==> config.mk <==
export PLATFORM = sky130hd
export DESIGN_NAME = brk_guard
export DESIGN_NICKNAME = d
export VERILOG_FILES = /design/src/rtl/brk_guard_pkg.sv /design/src/rtl/brk_tick_gen.sv /design/src/rtl/brk_filter.sv /design/src/rtl/brk_oe_ctrl.sv /design/src/rtl/brk_bidir_ctrl.sv /design/src/rtl/brk_guard.sv
export SDC_FILE = /design/constraint.sdc
export NUM_CORES = 1
export LEC_CHECK = 0
export BUFFER_PORTS_ARGS = -buffer_cell sky130_fd_sc_hd__buf_2
export CORE_MARGIN = 10
export CORE_UTILIZATION = 55
export CTS_BUF_LIST = sky130_fd_sc_hd__clkbuf_4
export DETAILED_ROUTE_END_ITERATION = 7
export GPL_TIMING_DRIVEN = 0
export PLACE_DENSITY_LB_ADDON = 0.15
export RECOVER_POWER = 25
export SYNTH_ARGS = -nofsm -noshare
export SYNTH_HDL_FRONTEND = slang
export SYNTH_SLANG_ARGS = --single-unit
==> constraint.sdc <==
create_clock -name clk -period 2 [get_ports clk]
set_input_delay 0.4 -clock clk [delete_from_list [all_inputs] [get_ports clk]]
set_output_delay 0.4 -clock clk [all_outputs]
set_load 0.02 [all_outputs]
==> src/rtl/brk_guard_pkg.sv <==
package brk_guard_pkg;
  localparam int unsigned FILT_CODE_W = 4;
  localparam int unsigned MAX_DIV_LOG = 5;
  localparam int unsigned DIV_SEL_W   = $clog2(MAX_DIV_LOG + 1);
  localparam int unsigned NEED_W      = 4;

  typedef struct packed {
    logic [DIV_SEL_W-1:0] div_log; // 0: every kernel clock, k: every 2^k dts strobes
    logic [NEED_W-1:0]    need;    // consecutive samples required
    logic                 bypass;  // unfiltered, combinational path
  } filt_cfg_t;

  function automatic filt_cfg_t decode_filt(input logic [FILT_CODE_W-1:0] code);
    filt_cfg_t c;
    c.bypass = 1'b0;
    case (code)
      4'd0:  begin c.div_log = 3'd0; c.need = 4'd1; c.bypass = 1'b1; end
      4'd1:  begin c.div_log = 3'd0; c.need = 4'd2; end
      4'd2:  begin c.div_log = 3'd0; c.need = 4'd4; end
      4'd3:  begin c.div_log = 3'd0; c.need = 4'd8; end
      4'd4:  begin c.div_log = 3'd1; c.need = 4'd6; end
      4'd5:  begin c.div_log = 3'd1; c.need = 4'd8; end
      4'd6:  begin c.div_log = 3'd2; c.need = 4'd6; end
      4'd7:  begin c.div_log = 3'd2; c.need = 4'd8; end
      4'd8:  begin c.div_log = 3'd3; c.need = 4'd6; end
      4'd9:  begin c.div_log = 3'd3; c.need = 4'd8; end
      4'd10: begin c.div_log = 3'd4; c.need = 4'd5; end
      4'd11: begin c.div_log = 3'd4; c.need = 4'd6; end
      4'd12: begin c.div_log = 3'd4; c.need = 4'd8; end
      4'd13: begin c.div_log = 3'd5; c.need = 4'd5; end
      4'd14: begin c.div_log = 3'd5; c.need = 4'd6; end
      default: begin c.div_log = 3'd5; c.need = 4'd8; end
    endcase
    return c;
  endfunction
endpackage

==> src/rtl/brk_tick_gen.sv <==
module brk_tick_gen #(
  parameter int unsigned MAX_LOG = 5,
  parameter int unsigned SEL_W   = 3
) (
  input  logic             clk,
  input  logic             rst_n,
  input  logic             dts_en,
  input  logic [SEL_W-1:0] div_log,
  output logic             tick
);
  logic [MAX_LOG-1:0] dcnt;
  logic [MAX_LOG:0]   tick_vec;

  always_ff @(posedge clk or negedge rst_n) begin
    if (!rst_n)      dcnt <= '0;
    else if (dts_en) dcnt <= dcnt + 1'b1;
  end

  assign tick_vec[0] = 1'b1;
  for (genvar k = 1; k <= MAX_LOG; k++) begin : g_div
    assign tick_vec[k] = dts_en & (&dcnt[k-1:0]);
  end

  always_comb begin
    tick = 1'b0;
    for (int i = 0; i <= MAX_LOG; i++)
      if (div_log == SEL_W'(i)) tick = tick_vec[i];
  end
endmodule

==> src/rtl/brk_filter.sv <==
module brk_filter #(
  parameter int unsigned NEED_W = 4
) (
  input  logic              clk,
  input  logic              rst_n,
  input  logic              sample_in,
  input  logic              tick,
  input  logic              bypass,
  input  logic [NEED_W-1:0] need,
  output logic              level_q
);
  logic [NEED_W-1:0] run_cnt;
  logic              last;

  assign last = (run_cnt == need - 1'b1);

  always_ff @(posedge clk or negedge rst_n) begin
    if (!rst_n) begin
      level_q <= 1'b0;
      run_cnt <= '0;
    end else if (bypass) begin
      level_q <= sample_in;
      run_cnt <= '0;
    end else if (tick) begin
      if (sample_in == level_q) begin
        run_cnt <= '0;
      end else if (last) begin
        level_q <= sample_in;
        run_cnt <= '0;
      end else begin
        run_cnt <= run_cnt + 1'b1;
      end
    end
  end
endmodule

==> src/rtl/brk_oe_ctrl.sv <==
module brk_oe_ctrl (
  input  logic clk,
  input  logic rst_n,
  input  logic fault,
  input  logic auto_en,
  input  logic update_evt,
  input  logic sw_set,
  input  logic sw_clr,
  output logic oe
);
  logic oe_q;

  always_ff @(posedge clk or negedge rst_n) begin
    if (!rst_n)                     oe_q <= 1'b0;
    else if (fault)                 oe_q <= 1'b0;
    else if (sw_clr)                oe_q <= 1'b0;
    else if (sw_set)                oe_q <= 1'b1;
    else if (auto_en && update_evt) oe_q <= 1'b1;
  end

  // Fault masks the enable without waiting for a clock edge.
  assign oe = oe_q & ~fault;
endmodule

==> src/rtl/brk_bidir_ctrl.sv <==
module brk_bidir_ctrl (
  input  logic clk,
  input  logic rst_n,
  input  logic fault,
  input  logic bidir,
  input  logic sw_disarm,
  output logic disarmed,
  output logic pull_low
);
  logic seen_q;

  always_ff @(posedge clk or negedge rst_n) begin
    if (!rst_n) begin
      seen_q   <= 1'b0;
      disarmed <= 1'b0;
    end else begin
      seen_q <= fault;
      if (sw_disarm)   disarmed <= 1'b1;
      else if (!fault) disarmed <= 1'b0;
    end
  end

  assign pull_low = bidir & ~disarmed & seen_q;
endmodule

==> src/rtl/brk_guard.sv <==
module brk_guard
  import brk_guard_pkg::*;
(
  input  logic                   clk,
  input  logic                   rst_n,
  input  logic                   cfg_enable,
  input  logic                   cfg_polarity,
  input  logic [FILT_CODE_W-1:0] cfg_filt,
  input  logic                   cfg_auto,
  input  logic                   cfg_bidir,
  input  logic                   dts_en,
  input  logic                   brk_pin_i,
  input  logic                   sys_brk_i,
  input  logic                   update_evt,
  input  logic                   sw_oe_set,
  input  logic                   sw_oe_clr,
  input  logic                   sw_disarm,
  output logic                   oe_o,
  output logic                   brk_active_o,
  output logic                   disarmed_o,
  output logic                   brk_pin_pull_low_o
);
  filt_cfg_t fcfg;
  logic      raw_pin;
  logic      tick;
  logic      filt_q;
  logic      pin_fault;
  logic      brk_any;

  assign fcfg    = decode_filt(cfg_filt);
  assign raw_pin = cfg_enable & (cfg_polarity ? brk_pin_i : ~brk_pin_i);

  brk_tick_gen #(.MAX_LOG(MAX_DIV_LOG), .SEL_W(DIV_SEL_W)) u_tick (
    .clk(clk), .rst_n(rst_n), .dts_en(dts_en),
    .div_log(fcfg.div_log), .tick(tick)
  );

  brk_filter #(.NEED_W(NEED_W)) u_filt (
    .clk(clk), .rst_n(rst_n), .sample_in(raw_pin), .tick(tick),
    .bypass(fcfg.bypass), .need(fcfg.need), .level_q(filt_q)
  );

  assign pin_fault    = fcfg.bypass ? raw_pin : filt_q;
  assign brk_any      = cfg_enable & (pin_fault | sys_brk_i);
  assign brk_active_o = brk_any;

  brk_oe_ctrl u_oe (
    .clk(clk), .rst_n(rst_n), .fault(brk_any), .auto_en(cfg_auto),
    .update_evt(update_evt), .sw_set(sw_oe_set), .sw_clr(sw_oe_clr), .oe(oe_o)
  );

  brk_bidir_ctrl u_bidir (
    .clk(clk), .rst_n(rst_n), .fault(brk_any), .bidir(cfg_bidir),
    .sw_disarm(sw_disarm), .disarmed(disarmed_o), .pull_low(brk_pin_pull_low_o)
  );
endmodule

---- After elaboration in Yosys (flattened, before gate mapping) ----
Index checks and enable logic that the tools add are counted.
storage, ports and cells
  bits in writable memories ............... 0
  memory bits (read-only) ................. 0
  bits of input ports ..................... 17
  register bits ........................... 13
  memories ................................ 0
  output and inout bits ................... 4
  word-level logic and storage cells ...... 81
  bits in latches ......................... 0
cells by class
  muxes and demuxes ....................... 24
  $add $sub $neg .......................... 3
  $lt $le $gt $ge ......................... 0
  bitwise gates (word level) .............. 14
  reductions and logical operators ........ 11
  divide/modulo/power cells ............... 0
  multipliers ............................. 0
  shifts and indexed selects .............. 0
  equal/unequal tests ..................... 23
operators with widths
  operator                                               number
  case mux 7 bit (15 select lines)                       1
  == test 4 bit, second input constant                   7
  two-way mux 1 bit                                      19
  == test 4 x 3 -> 1 bit, second input constant          4
  two-way mux 4 bit                                      4
  AND 1 bit                                              10
  == test 4 x 2 -> 1 bit, second input constant          2
  == test 3 x 2 -> 1 bit, second input constant          2
  == test 3 bit, second input constant                   2
  AND reduction 3 bit                                    2
  adder 5 x 1 -> 5 bit, second input constant            1
  AND reduction 5 bit                                    1
  adder 4 x 1 -> 4 bit, second input constant            1
  == test 4 x 1 -> 1 bit, second input constant          1
  == test 4 bit                                          1
  logical NOT 4 bit                                      1
  AND reduction 4 bit                                    1
  nonzero test 2 bit                                     2
  nonzero test 4 bit                                     1
  subtractor 4 x 1 -> 4 bit, second input constant       1
  == test 3 x 1 -> 1 bit, second input constant          1
  logical NOT 3 bit                                      1
  inverter 1 bit                                         3
  inequality test 2 x 1 -> 1 bit, second input constant  1
  5 further kinds                                        5

---- Longest topological paths before layout ----
  word-level depth ........................ 11
  depth in mapped cells ................... 11
  gate-level depth less buffers ........... 10

---- Modules after synthesis ----
A second synthesis with hierarchy kept.
unflattened totals
  cells, all modules ...................... 108
  area, all modules ....................... 1,044.8 um^2
modules (own cells, without submodules)
  module          seq. area each (um^2)  times used  cells each  area each (um^2)
  brk_filter      125.1                  1           36          366.6
  brk_tick_gen    125.1                  1           27          296.5
  brk_guard       0.0                    1           37          260.2
  brk_bidir_ctrl  50.0                   1           4           67.6
  brk_oe_ctrl     25.0                   1           4           53.8

---- Worst setup path before layout ----
Ideal clock, no wire load.
  kind .................................... input to output
  start point ............................. in cfg_filt[1]
  end point ............................... out oe_o
  required time ........................... 1.600 ns
  setup slack ............................. -0.159 ns
  cell stages on the path ................. 5
  arrival time ............................ 1.759 ns
  path buffers ............................ 1
  path through ............................ buf_4 > nor4_1 > a21oi_1 > o21a_1 > nor2b_1
between the ends
  cells in the longest elaborated chain, start to end .. 7
RTL lines
  element                 RTL line             text
  from (decl)             brk_guard.sv:8       input logic [FILT_CODE_W-1:0] cfg_filt,
  logical NOT 4 bit       brk_guard_pkg.sv:16  case (code)
  two-way mux 1 bit       brk_guard_pkg.sv:16
  two-way mux 1 bit       brk_guard.sv:43      assign pin_fault = fcfg.bypass ? raw_pin : filt_q;
  bitwise OR 1 bit        brk_guard.sv:44      assign brk_any = cfg_enable & (pin_fault | sys_brk_i);
  AND 1 bit               brk_guard.sv:44
  named net brk_active_o  brk_guard.sv:19      output logic brk_active_o,
  inverter 1 bit          brk_oe_ctrl.sv:22    assign oe = oe_q & ~fault;
  AND 1 bit               brk_oe_ctrl.sv:22
  to (decl)               brk_guard.sv:18      output logic oe_o,
The timed path passes the listed nets, and every way through them passes these cells.

---- Worst setup path after layout ----
  start point ............................. in cfg_filt[2]
  end point ............................... reg u_filt.run_cnt[2]
between the ends
  cells in the longest elaborated chain, start to end .. 10
  elaborated cells between the ends (all ways) .. 36
  classes of those cells .................. add/sub (1); eq/ne (20); mux (12); reduce/logical (3)
RTL lines
  element                                                             RTL line          text
  branches (longest 10 deep; another with subtractor 4 x 1 -> 4 bit)  n/a
  to (signal assigned)                                                brk_filter.sv:31  run_cnt <= run_cnt + 1'b1;
  to (decl)                                                           brk_filter.sv:12  logic [NEED_W-1:0] run_cnt;
Several ways; the timed one is not identified. The select of a mux whose other input is x is not followed.
A chain may end at the register's enable or synchronous reset.

==> flow_summary.json <==
{
  "status": "complete, no violations",
  "path_buf_inv": 5,
  "critPathMaxStageDelay_ps": 380,
  "ant_nets": 0,
  "finalHoldViolCount": 0,
  "dpl.hpwl_mm": 1.59,
  "ios": 21,
  "grt_pass1_wl_mm": 3.90,
  "ir_worst_vdd_v": 0.000877,
  "crit_chain": "buf_12, nor4_4, buf_4, buf_4, buf_4, a211oi_1, a31oi_1, a31o_1, buf_6, o21ai_4, o2bb2ai_4",
  "vias": 842,
  "critical-path-top-delay-family": "compound AO/OA/AOI/OAI gates",
  "min_period_over_period_pct": 96.4,
  "gp_congestion": 0.769,
  "crit_type": "input port to flop",
  "worstSkewPairLatency_ps": 270,
  "switchingPower_mw": 0.435,
  "post-route-util_pct": 83.0,
  "cts_root_buf": "clkbuf_4",
  "synth_cells": 93,
  "postCtsHoldBufs": 0,
  "fp.coreArea_um2": 1540,
  "die_area_um2": 3710,
  "slew_viol_final": 0,
  "dominantRegCellSynth": "dfrtp_1",
  "synth_area_leaders": "dfrtp_1, ha_1, xnor2_1",
  "cp-end-kind": "flop",
  "antenna_cells": 0,
  "cap_viol_max_count": 0,
  "synth_top_area_share_pct": 35.3,
  "via_per_inst": 5.85,
  "yosysTopAreaCell": "dfrtp_1",
  "start_util_pct": 59.8,
  "grt_pass1_vias": 908,
  "cts_made_buffers": 3,
  "synth_fp_nets": 115,
  "cp_max_fo": 11,
  "avgSynthCellArea_um2": 9.92,
  "dieWidth_um": 60.9,
  "p_leak_nw": 0.599,
  "htree_num_levels": 1,
  "track_usage_pct": 13.2,
  "hold_path_class": "input port to asynchronous set/reset pin",
  "syn_area_um2": 922,
  "sw_frac_of_total_pct": 36.8,
  "antenna_found_initial": 0,
  "combPwrFrac_pct": 49.2,
  "grt_max_degree": 14,
  "remaining_drc_errors": 0,
  "synth-seq-cells": 13,
  "setup_viol": 0,
  "cts_tree": "done",
  "finalSetupTns_ps": 0,
  "power_frac_seq_pct": 36.3,
  "ys_seq_area_share_pct": 35.3,
  "synth.most_common_cell": "dfrtp_1",
  "clk_pin_slew_ps": 80,
  "drt-pass1-iter-count": 4,
  "ys_types": 38,
  "critPathMostFrequentCell": "buf_4",
  "worstPathRequired_ps": 2160,
  "clockBufferDepth": 2,
  "synthTopCellsByCount": "dfrtp_1, nor2_1, xnor2_1",
  "portBuffers": 17,
  "syn2layout_area_growth_pct": 38.7,
  "routed_wl_mm": 2.42,
  "cts_sinks": 13,
  "multi_input_area_um2": 627,
  "p_per_area_nw_per_um2": 926,
  "drive_gt1_share_pct": 47.7,
  "max_slew_margin_pct": 54.2,
  "ys_warn_count": 0,
  "tightest_slew_ps": 686,
  "slowest_stage": "nor4_4",
  "crit_path_start_kind": "input port",
  "finalCriticalPeriod_ps": 1930,
  "max_freq_mhz": 518,
  "ys_async_sr_fraction_pct": 100,
  "num-fill-cells": 85,
  "nNetsFinal": 151,
  "routedWlPerCell_um": 16.8,
  "synth_edf_count": 0,
  "power.internal_mw": 0.749,
  "regArea_um2": 325,
  "crit_arrival_ps": 2090,
  "drt-initial-drc-count": 23,
  "die_y_um": 60.9,
  "gr-total-overflow": 0,
  "p_clk_share_pct": 14.5,
  "finClkSkew_ps": 5.27,
  "row_count": 14
}
[repair_timing]
item / 4_1_cts / 5_1_grt
pin swaps: 6 / 7
buffers inserted: 12 / 5
gates resized for setup: 8 / 17
hold endpoints to repair: 0 / 0
endpoints found under the setup margin: 4 / 7
[flip-flops by register name, indices dropped and copies added, names as in the netlist]
signal and cells:
u_filt.level_q 1, u_bidir.seen_q 1, u_filt.run_cnt 4, u_bidir.disarmed 1, u_oe.oe_q 1, u_tick.dcnt 5
[through the flow]
stage | instances | worst slack, ps | hold slack (ps) | power, mW | area [um2]
finish | 144 | 71.0 | 140 | 1.18 | 1280
detailed placement | 126 | -303 | 299 | 0.855 | 1050
global route | 144 | -25.5 | 174 | 1.27 | 1280
floorplan | 93 | 0.902 | 104 | 0.745 | 942
CTS | 140 | 28.8 | 3.51 | 1.06 | 1190
global placement | 126 | -210 | 298 | 0.820 | 1050
[layout make-up]
class,instances,area share [%]
clock buffers,4,2.35
well taps,16,1.57
repair buffers,33,18.1
plain buffers,3,2.05
inverters,5,1.47
flip-flops and latches,13,25.4
multi-input cells,70,49.0
[layout by cell type, fill, tap and decap left out, types with 2 or more instances in the layout]
cell       n
and3_1     2
mux2_2     3
clkbuf_1   2
o21ai_1    2
dfrtp_1   13
o21ai_4    2
clkbuf_4   4
buf_6      4
a211oi_1   2
nand2_1    4
ha_2       2
xnor2_2    2
inv_1      5
a21oi_1    2
nor2_1     6
nand4_1    3
ha_1       3
o221a_2    2
buf_2     13
buf_4     16
nand2b_1   3
xnor2_1    5
a22oi_1    2
[layer usage]
layer / track usage [%] / vias up / wire [um]
li1: - / 410 / -
met3: 4.18 / 4 / 123
met5: 0 / - / 0
met1: 14.1 / 410 / 975
met2: 23.3 / 18 / 1280
met4: 5.33 / 0 / 41
[path summary, 6_finish.rpt]
path                                            start                            end  slack [ps]  depth (start not counted)
max                                       cfg_filt[2]  u_filt.run_cnt[2]$_DFFE_PN0P_          70                         11
min                                             rst_n  u_filt.run_cnt[2]$_DFFE_PN0P_         140                          1
max reg2reg                u_tick.dcnt[0]$_DFFE_PN0P_  u_filt.run_cnt[3]$_DFFE_PN0P_         100                          8
min reg2reg                u_tick.dcnt[3]$_DFFE_PN0P_     u_tick.dcnt[3]$_DFFE_PN0P_         470                          1
max in group asynchronous                       rst_n       u_bidir.seen_q$_DFF_PN0_        1420                          1
min in group clk                            sw_oe_clr          u_oe.oe_q$_DFFE_PN0P_         280                          2
[worst register-to-register path, stage by stage (launching register included)]
cell	delay, ps
dfrtp_1	390
ha_2	220
and3_1	180
ha_1	180
nand4_1	120
o221a_2	160
o21ai_4	300
o21ai_1	120
o2bb2ai_1	140
[cell families (layout without fill, tap and decap cells)]
group / Yosys count / count (layout) / share of synthesized area, %
AOI/OAI and AO/OA: 25 / 25 / 21.4
buffers and inverters: 10 / 45 / 6.11
adders and majority gates: 5 / 5 / 6.78
and+or+nand+nor: 26 / 26 / 16.0
DFF: 13 / 13 / 35.3
muxes: 5 / 5 / 5.83
xor gates and xnor gates: 9 / 9 / 8.55
[power by group through the flow]
stage	Clock (mW)	Sequential (mW)	Combinational, mW
final	0.172	0.430	0.582
after global routing	0.187	0.441	0.640
after CTS	0.176	0.427	0.458
after detailed placement	0	0.431	0.424
after global placement	0	0.423	0.397
after floorplan	0	0.414	0.331
(Power assumes the default switching activity.)
